### config.mk
export PLATFORM = sky130hd
export DESIGN_NAME = fz_mf_eval
export DESIGN_NICKNAME = d
export VERILOG_FILES = /design/src/rtl/fz_pkg.sv /design/src/rtl/fz_mf_store.sv /design/src/rtl/fz_mf_degree.sv /design/src/rtl/fz_mf_eval.sv
export SDC_FILE = /design/constraint.sdc
export NUM_CORES = 2
export LEC_CHECK = 0
export BUFFER_PORTS_ARGS = -buffer_cell sky130_fd_sc_hd__buf_4
export CORE_ASPECT_RATIO = 1.1
export CORE_MARGIN = 10
export CORE_UTILIZATION = 45
export CTS_CLUSTER_DIAMETER = 120
export DETAILED_ROUTE_END_ITERATION = 6
export HOLD_SLACK_MARGIN = 0.06
export PLACE_DENSITY = 0.7
export RECOVER_POWER = 50
export SLEW_MARGIN = 15
export SYNTH_ARGS = -nofsm -noshare
export SYNTH_HDL_FRONTEND = slang
export SYNTH_SLANG_ARGS = --single-unit
export TNS_END_PERCENT = 50
### constraint.sdc
create_clock -name clk -period 37.5 [get_ports clk]
set_input_delay 5.625 -clock clk [delete_from_list [all_inputs] [get_ports clk]]
set_output_delay 5.625 -clock clk [all_outputs]
set_load 0.1 [all_outputs]
### src/rtl/fz_pkg.sv
package fz_pkg;
  localparam int DW = 8;

  typedef struct packed {
    logic          trap;
    logic [DW-1:0] d;
    logic [DW-1:0] c;
    logic [DW-1:0] b;
    logic [DW-1:0] a;
  } mf_entry_t;

  typedef enum logic {S_IDLE, S_RUN} seq_state_t;
endpackage

### src/rtl/fz_mf_store.sv
module fz_mf_store #(
  parameter int NMF  = 15,
  parameter int IDXW = $clog2(NMF)
) (
  input  logic                clk,
  input  logic                rst,
  input  logic                we,
  input  logic [IDXW-1:0]     waddr,
  input  fz_pkg::mf_entry_t   wdata,
  input  logic [IDXW-1:0]     raddr,
  output fz_pkg::mf_entry_t   rdata,
  output logic                rvld
);
  fz_pkg::mf_entry_t mem [NMF];
  logic [NMF-1:0] vld_q;

  // storage array without reset so it maps onto block RAM
  always_ff @(posedge clk) begin
    if (we) mem[waddr] <= wdata;
    rdata <= mem[raddr];
  end

  always_ff @(posedge clk) begin
    if (rst) begin
      vld_q <= '0;
      rvld  <= 1'b0;
    end else begin
      if (we) vld_q[waddr] <= 1'b1;
      rvld <= vld_q[raddr];
    end
  end
endmodule

### src/rtl/fz_mf_degree.sv
module fz_mf_degree #(
  parameter int DW = 8
) (
  input  logic [DW-1:0]     x,
  input  fz_pkg::mf_entry_t ent,
  input  logic              vld,
  output logic [DW-1:0]     deg
);
  localparam int W2 = 2 * DW;
  localparam logic [DW-1:0] FULL = '1;

  logic [DW-1:0] f_lo, f_hi, rise, fall, diff_r, diff_f;
  logic [W2-1:0] q_r, q_f;

  assign f_lo = ent.trap ? ent.c : ent.b;
  assign f_hi = ent.trap ? ent.d : ent.c;

  always_comb begin
    diff_r = '0;
    q_r    = '0;
    if (x <= ent.a) rise = '0;
    else if (x >= ent.b) rise = FULL;
    else begin
      diff_r = x - ent.a;
      q_r    = (W2'(diff_r) * W2'(FULL)) / W2'(ent.b - ent.a);
      rise   = (q_r > W2'(FULL)) ? FULL : q_r[DW-1:0];
    end
  end

  always_comb begin
    diff_f = '0;
    q_f    = '0;
    if (x >= f_hi) fall = '0;
    else if (x <= f_lo) fall = FULL;
    else begin
      diff_f = f_hi - x;
      q_f    = (W2'(diff_f) * W2'(FULL)) / W2'(f_hi - f_lo);
      fall   = (q_f > W2'(FULL)) ? FULL : q_f[DW-1:0];
    end
  end

  assign deg = !vld ? '0 : ((rise < fall) ? rise : fall);
endmodule

### src/rtl/fz_mf_eval.sv
module fz_mf_eval #(
  parameter int NMF  = 15,
  parameter int DW   = 8,
  parameter int IDXW = $clog2(NMF)
) (
  input  logic              clk,
  input  logic              rst,
  input  logic              wr_en,
  input  logic              wr_sel,
  input  logic [IDXW-1:0]   wr_idx,
  input  logic              wr_trap,
  input  logic [4*DW-1:0]   wr_word,
  input  logic              start,
  input  logic [DW-1:0]     x1,
  input  logic [DW-1:0]     x2,
  output logic              busy,
  output logic              done,
  output logic [NMF*DW-1:0] deg_x1,
  output logic [NMF*DW-1:0] deg_x2,
  output logic [NMF-1:0]    act_x1,
  output logic [NMF-1:0]    act_x2
);
  import fz_pkg::*;
  localparam int CW = $clog2(NMF + 1);

  seq_state_t     state;
  logic [CW-1:0]  cnt;
  logic           p_vld;
  logic [IDXW-1:0] p_idx;
  logic [DW-1:0]  xl [2];
  logic           start_acc;
  mf_entry_t      wentry;

  logic [NMF*DW-1:0] deg_flat [2];
  logic [NMF-1:0]    act_flat [2];

  assign busy      = (state == S_RUN);
  assign start_acc = start && !busy;
  assign wentry    = {wr_trap, wr_word};

  always_ff @(posedge clk) begin
    if (rst) begin
      state <= S_IDLE;
      cnt   <= '0;
      p_vld <= 1'b0;
      p_idx <= '0;
      done  <= 1'b0;
      xl[0] <= '0;
      xl[1] <= '0;
    end else begin
      case (state)
        S_IDLE: begin
          p_vld <= 1'b0;
          if (start) begin
            state <= S_RUN;
            cnt   <= '0;
            done  <= 1'b0;
            xl[0] <= x1;
            xl[1] <= x2;
          end
        end
        default: begin
          if (cnt < CW'(NMF)) begin
            p_vld <= 1'b1;
            p_idx <= cnt[IDXW-1:0];
            cnt   <= cnt + 1'b1;
          end else begin
            p_vld <= 1'b0;
          end
          if (p_vld && p_idx == IDXW'(NMF - 1)) begin
            state <= S_IDLE;
            done  <= 1'b1;
          end
        end
      endcase
    end
  end

  for (genvar g = 0; g < 2; g++) begin : g_in
    mf_entry_t     rd_ent;
    logic          rd_vld;
    logic [DW-1:0] cur_deg;
    logic [DW-1:0] deg_q [NMF];
    logic [NMF-1:0] act_q;
    logic          we_g;

    assign we_g = wr_en && !busy && (wr_sel == 1'(g)) && (int'(wr_idx) < NMF);

    fz_mf_store #(.NMF(NMF), .IDXW(IDXW)) u_store (
      .clk(clk), .rst(rst), .we(we_g), .waddr(wr_idx), .wdata(wentry),
      .raddr(cnt[IDXW-1:0]), .rdata(rd_ent), .rvld(rd_vld)
    );

    fz_mf_degree #(.DW(DW)) u_deg (
      .x(xl[g]), .ent(rd_ent), .vld(rd_vld), .deg(cur_deg)
    );

    always_ff @(posedge clk) begin
      if (rst || start_acc) begin
        for (int k = 0; k < NMF; k++) deg_q[k] <= '0;
        act_q <= '0;
      end else if (p_vld) begin
        deg_q[p_idx] <= cur_deg;
        act_q[p_idx] <= (cur_deg != '0);
      end
    end

    for (genvar k = 0; k < NMF; k++) begin : g_pack
      assign deg_flat[g][k*DW +: DW] = deg_q[k];
    end
    assign act_flat[g] = act_q;
  end

  assign deg_x1 = deg_flat[0];
  assign deg_x2 = deg_flat[1];
  assign act_x1 = act_flat[0];
  assign act_x2 = act_flat[1];
endmodule

# Yosys cells after proc, flatten, opt, wreduce, memory -nomap -nowiden
# Memories as Yosys holds them, arrays and structs flattened. A register that Yosys moved wholly into a read port is not among the register bits.
# Cells that the tools add are included.
# W data, S select, Z words.
dict set report word_totals {
  latch_bits 0
  register_bits 73
  romBits 0
  in_bits 58
  word_cells 145
  mem_count 5
  out_inout_bits 272
  mem_bits_rw 1246
}
# memory depth word_bits read_ports rd_clocked_by_memory_dff wr line
set memory_table {}
lappend memory_table {{g_in[0].u_store.mem} 15 33 1 1 1 fz_mf_store.sv:14} ;# fz_pkg::mf_entry_t mem [NMF];
lappend memory_table {{g_in[1].u_store.mem} 15 33 1 1 1 fz_mf_store.sv:14}
lappend memory_table {{g_in[0].deg_q} 15 8 15 0 15 fz_mf_eval.sv:83} ;# logic [DW-1:0] deg_q [NMF];
lappend memory_table {{g_in[1].deg_q} 15 8 15 0 15 fz_mf_eval.sv:83}
lappend memory_table {xl 2 8 2 0 2 fz_mf_eval.sv:30} ;# logic [DW-1:0] xl [2];
dict set report op_classes {
  muxes 62
  addsub 9
  shift 0
  order_cmp 21
  n_eq_ne 3
  multipliers 4
  reduce_logical 20
  div 4
  bitwise 6
}
# operator count
set ops {}
lappend ops {{$mux W8} 24}
lappend ops {{$div A16 B16 Y16} 4}
lappend ops {{$gt A16 B8 Y1 const B} 4}
lappend ops {{$mul A8 B8 Y16 const B} 4}
lappend ops {{$sub A8 B8 Y9} 4}
lappend ops {{$ge A8 B8 Y1} 4}
lappend ops {{$le A8 B8 Y1} 4}
lappend ops {{$sub A8 B8 Y8} 4}
lappend ops {{$bwmux W15} 2}
lappend ops {{$or A15 B15 Y15} 2}
lappend ops {{$mux W1} 27}
lappend ops {{$mux W4} 5}
lappend ops {{$lt A8 B8 Y1} 2}
lappend ops {{$reduce_bool A8 Y1} 2}
lappend ops {{$reduce_or A8 Y1} 2}
lappend ops {{$lt A4 B5 Y1 const B} 3}
lappend ops {{$logic_and A1 B1 Y1} 9}
lappend ops {{$bmux W1 S4} 2}
lappend ops {{$demux W1 S4} 2}
lappend ops {{$ge A4 B1 Y1 const B} 2}
lappend ops {{$lt A4 B4 Y1 const B} 2}
lappend ops {{$reduce_and A2 Y1} 3}
lappend ops {{$add A4 B1 Y4 const B} 1}
lappend ops {{$eq A4 B4 Y1 const B} 1}
lappend ops {{7 further kinds} 10}

# Depth between registers and ports, before layout
dict set report depth {
  word_depth 13
  depth_mapped 174
  depth_no_buf 162
}

# By module
# Synthesis repeated with hierarchy kept, for this count alone.
dict set report unflattened {
  cells_unflattened 7905
  area_unflattened_um2 90608.2
}
# module seq_area_each_um2 area_each_um2 cells_per_inst instances
set by_module_without_submodules {}
lappend by_module_without_submodules {fz_mf_store 15845.2 20084.3 913 2}
lappend by_module_without_submodules {{fz_mf_degree (g_in[0].u_deg)} 0.0 19802.7 2726 1}
lappend by_module_without_submodules {{fz_mf_degree (g_in[1].u_deg)} 0.0 19077.0 2611 1}
lappend by_module_without_submodules {fz_mf_eval 8508.2 11559.8 742 1}

# Least setup slack after synthesis
# OpenSTA, ideal clock, no wires.
dict set report synth_timing {
  kind {flip-flop to flip-flop}
  startpoint {register, netlist name g_in[1].u_store.rdata[32]}
  endpoint {memory g_in[1].deg_q[14][3], data pin}
  period_less_slack_ns 34.530
  slack_ns 2.970
  stages_incl_launch_ff 161
  arrival_time_ns 34.269
  setup_ns 0.261
  required_ns 37.239
  n_path_buf 13
  path_cell_list {dfxtp_1 -> clkbuf_1 -> buf_1 -> mux2i_1 -> ha_1 -> inv_1 -> fa_1 -> a21o_1 -> a221oi_1 -> xnor2_1 -> xor2_1 -> ha_1 -> inv_1 -> fa_1 -> fa_1 -> fa_1 -> inv_1 -> ha_1 -> [... 125 more ...] -> o21ai_0 -> a21o_1 -> a221o_1 -> clkbuf_1 -> clkinv_1 -> mux2_2 -> ha_1 -> a21o_1 -> a211oi_1 -> nand2b_1 -> o21ai_0 -> a311oi_2 -> a21oi_2 -> buf_2 -> nor2_1 -> a41oi_1 -> buf_2 -> nor2_1}
}
# item line
set synth_lines {}
lappend synth_lines {{to (decl)} fz_mf_eval.sv:83}

==> Implementation_results.wiki <==
{| class="wikitable"
! Metric !! Value
|-
| Status || finished with violations
|-
| Failing checks || capacitance limit, slew limit
|-
| Number of synthesis warnings || 0
|-
| Simple-gate portion of the synthesized area || 10.92%
|-
| Full die area || 216500 sq um
|-
| I/O pin count || 330
|-
| Number of setup violations in the final report || 0
|-
| Footprint of the flip-flops and latches || 40210 sq um
|-
| Final hold violations || 0
|-
| Max Fclk || 28.22 MHz
|-
| Count of cells along the worst hold path || 1
|-
| Fill cell count || 16810
|-
| Final critical-path required period || 35.44 ns
|-
| Number of buffers on the longest clock path || 3
|-
| Gp weighted congestion || 0.9502
|-
| Count of antenna-violating nets left after detailed routing || 0
|-
| R2r startpoint || xl[0][8]
|-
| Register bit count reported by yosys || 1385
|-
| Number of cells traversed by the worst register-to-register path || 147
|-
| GRT Resource Usage Total || 23.09%
|-
| Vias per std cell || 5.995
|-
| Sink of the worst hold path || g_in[1].u_store.vld_q[2]
|-
| Horizontal die dimension || 444.6 um
|-
| Most common cell after layout, fill and taps aside || edfxtp_1
|-
| EDFF count, synth || 1246
|-
| Wire length of the first global-routing pass || 393300 um
|-
| Largest fanout on the critical path || 14
|-
| Core area || 197300 sq um
|-
| Period utilisation layout || 94.50%
|-
| Total area of multi-input combinational cells || 47290 sq um
|-
| Synth Area in Compound Gates || 13.75%
|-
| Largest net degree at the start of global routing || 172
|-
| Drt initial violations || 6000
|-
| Fraction of final layout cells with drive strength greater than 1 || 17.60%
|-
| Final Max Tran Viols || 902
|-
| Async SR Flop Fraction || 0%
|-
| Post-synthesis instance area || 89230 sq um
|-
| Wire length after detailed routing || 259800 um
|-
| Largest incremental delay on the critical path || 0.66 ns
|-
| Total nets after synthesis || 8826
|-
| Synthesized-area fraction occupied by xor and xnor cells || 3.542%
|-
| Required time worst endpoint || 38.16 ns
|-
| CTS HTree Levels || 4
|-
| Average cell area after synthesis || 11.39 sq um
|-
| P&R area growth vs syn || 14.87%
|-
| Beginning of the worst hold path || g_in[1].u_store.vld_q[2]
|-
| Arrival time at the worst endpoint || 36.09 ns
|-
| Non-filler cells, final || 11150
|-
| Initial Utilization || 45.23%
|-
| Antenna violations before repair || 20
|-
| Most Frequent Cell on Critical Path || ha_1
|-
| Clock network latency to the later pin of the worst-skew pair || 0.82 ns
|-
| Final Net Count || 9414
|-
| Most frequent cells in the layout || edfxtp_1 (1246), ha_1 (840), nor2_1 (697)
|-
| Count of maximum capacitance violations || 23
|-
| Number of distinct library cells after synthesis || 107
|-
| Primary flip-flop cell chosen by synthesis mapping || edfxtp_1
|-
| Category of the critical setup timing path || flip-flop to flip-flop
|-
| Count of hold buffers inserted by post-cts repair || 0
|-
| Number of global-route vias before repair || 67110
|-
| Reg2reg end || act_x2[7]
|-
| Number of buffers added by the clock tree synthesis step || 138
|-
| Placed Cells incl. Taps || 10850
|-
| Element type at the critical path end || flip-flop
|-
| Number of DRC violations after detailed routing || 0
|-
| Startpoint types || flip-flop
|-
| Worst max-slew margin expressed relative to the limit || -501.6%
|-
| Chip height || 487.0 um
|-
| Slowest stage cell on the critical path || or4b_2
|-
| Reg clk slew, reported paths || 0.07 ns
|-
| Via Count || 66820
|-
| Path category of the worst min-delay check || flip-flop to flip-flop
|-
| Number of sinks on the clock net || 1385
|-
| Post-synthesis sequential area ratio || 45.05%
|-
| TritonCTS clock tree || done
|-
| Slew at the pin with the worst max-slew slack || 9.024 ns
|-
| Global route total overflow || 0
|-
| Dpl hpwl || 182900 um
|-
| Maximum clock skew at final layout || 0.05530 ns
|-
| Root Buffer Master || clkbuf_16
|-
| Number of rows in the core area || 171
|-
| Share of cell area taken by muxes after synthesis || 9.675%
|-
| Synth Instances || 7832
|-
| Post-synthesis adder-cell area fraction || 13.95%
|-
| Drt pass-1 iters || 6
|-
| Routed wire per std cell || 23.31 um
|-
| PortBufs || 329
|-
| Largest family of logic cells by synthesized area || adder cells
|-
| R2R setup slack || 2.06 ns
|}
cells in the mapped netlist (15+ instances only):
cell type  count  share of area [%]
xnor2_1      214                2.1
ha_1         840                 12
o21ai_1       16              0.090
or2_2         41               0.29
mux2i_1      123                1.4
a211o_1       22               0.22
a21o_1       194                1.6
a21boi_0      28               0.24
and2_1        69               0.48
o31a_1        17               0.17
nand2b_1      66               0.46
nor2_1       721                3.0
o21ai_0      369                2.1
fa_1          96                2.2
a31oi_1       83               0.58
a22oi_1       18               0.15
o21bai_1      20               0.17
nor3_1       209                1.2
nor2b_1       60               0.42
or3_1         59               0.41
o21a_1       226                1.9
o22ai_1       25               0.18
a221oi_1      15               0.15
o211ai_1      55               0.46
edfxtp_1    1246                 42
mux2_2       112                1.4
mux4_2       272                6.9
a41oi_1       19               0.19
a221o_1       18               0.20
clkbuf_1     189               0.80
nor4_1        34               0.24
inv_1        483                2.0
and3_1        54               0.38
a211oi_1      63               0.53
dfxtp_1      139                3.1
xor2_1       145                1.4
nand2_1      505                2.1
o2111ai_1     20               0.20
a21oi_1      399                2.2
buf_1         33               0.14
nand3_1      107               0.60
nand4_1       68               0.48
o31ai_1       52               0.44
flip-flops by register name, indices dropped and copies added (netlist names):
register and cells:
act_x1 15, act_x2 15, busy 1, cnt 4, done 1, g_in.deg_q 240, g_in.u_store.mem 990, g_in.u_store.rdata 66
g_in.u_store.rvld 2, g_in.u_store.vld_q 30, p_idx 4, p_vld 1, xl 16
metal layers:
metal | vias to the layer above | routed length (um) | global-route usage (%)
met3 | 489 | 20670 | 4.215
met1 | 32820 | 106500 | 30.22
li1 | 30890 | - | -
met5 | - | 170 | 0
met4 | 26 | 8322 | 7.925
met2 | 2597 | 124200 | 38.54
cell families after synthesis:
family                   after synthesis
adder cells (fa/ha/maj)              938
AND/OR/NAND/NOR                     2080
XOR/XNOR                             360
multiplexers                         508
AO/OA/AOI/OAI                       1835
flip-flops                          1385
buffers and inverters                726
through the flow:
step           utilization [%]  instance area (sq um)  setup TNS [ns]  hold slack, ns  setup slack, ns
5_1_grt                  51.95                 102500          -1.872          0.4787         -0.07955
4_1_cts                  51.63                 101800               0          0.4662          0.02246
3_3_place_gp             49.23                  97120               0          0.4414           0.3297
6_report                 51.96                 102500               0          0.4666            2.064
3_5_place_dp             49.23                  97120          -55.51          0.4526          -0.4307
2_1_floorplan                -                  89230               0          0.4350            2.970
how the worst max path moves through the flow:
stage	startpoint	end	slack (ns)
detailed placement	xl[0][0]	g_in[0].deg_q[3][5]	-0.43
finish	xl[0][8]	act_x2[7]	2.06
CTS	xl[0][1]	g_in[0].deg_q[7][3]	0.02
floorplan	g_in[1].u_store.rdata[32]	g_in[1].deg_q[14][3]	2.97
global placement	xl[0][0]	g_in[0].deg_q[5][5]	0.33
global route	xl[0][0]	g_in[0].deg_q[7][3]	-0.08
critical path, delay by kind of cell, from the launching register on:
| family | cells | cell delay, ns |
|---|---|---|
| AO/OA/AOI/OAI | 73 | 15.88 |
| flip-flops | 1 | 0.47 |
| buffers and inverters | 15 | 2.43 |
| XOR/XNOR | 2 | 0.39 |
| adder cells (fa/ha/maj) | 23 | 7.73 |
| multiplexers | 8 | 2.59 |
| AND/OR/NAND/NOR | 26 | 5.78 |
timing repair:
item                                    4_1_cts  5_1_grt
pin swaps                                     0       12
buffers inserted                              0       22
gates cloned                                  0        0
endpoints found under the setup margin      255      270
resized for setup                            10      171
final cells by class:
type,instances,area share (%)
tap,2595,3.168
clock inverter,75,0.9204
multi-input combinational,5721,46.14
inverter,486,1.784
antenna,16,0.03906
clock buffer,179,3.646
sequential,1385,39.23
timing repair buffer,688,5.071
Power is left out: the tool's default activity adds up to more than one toggle a clock period on the data nets, which glitch-free logic cannot reach.
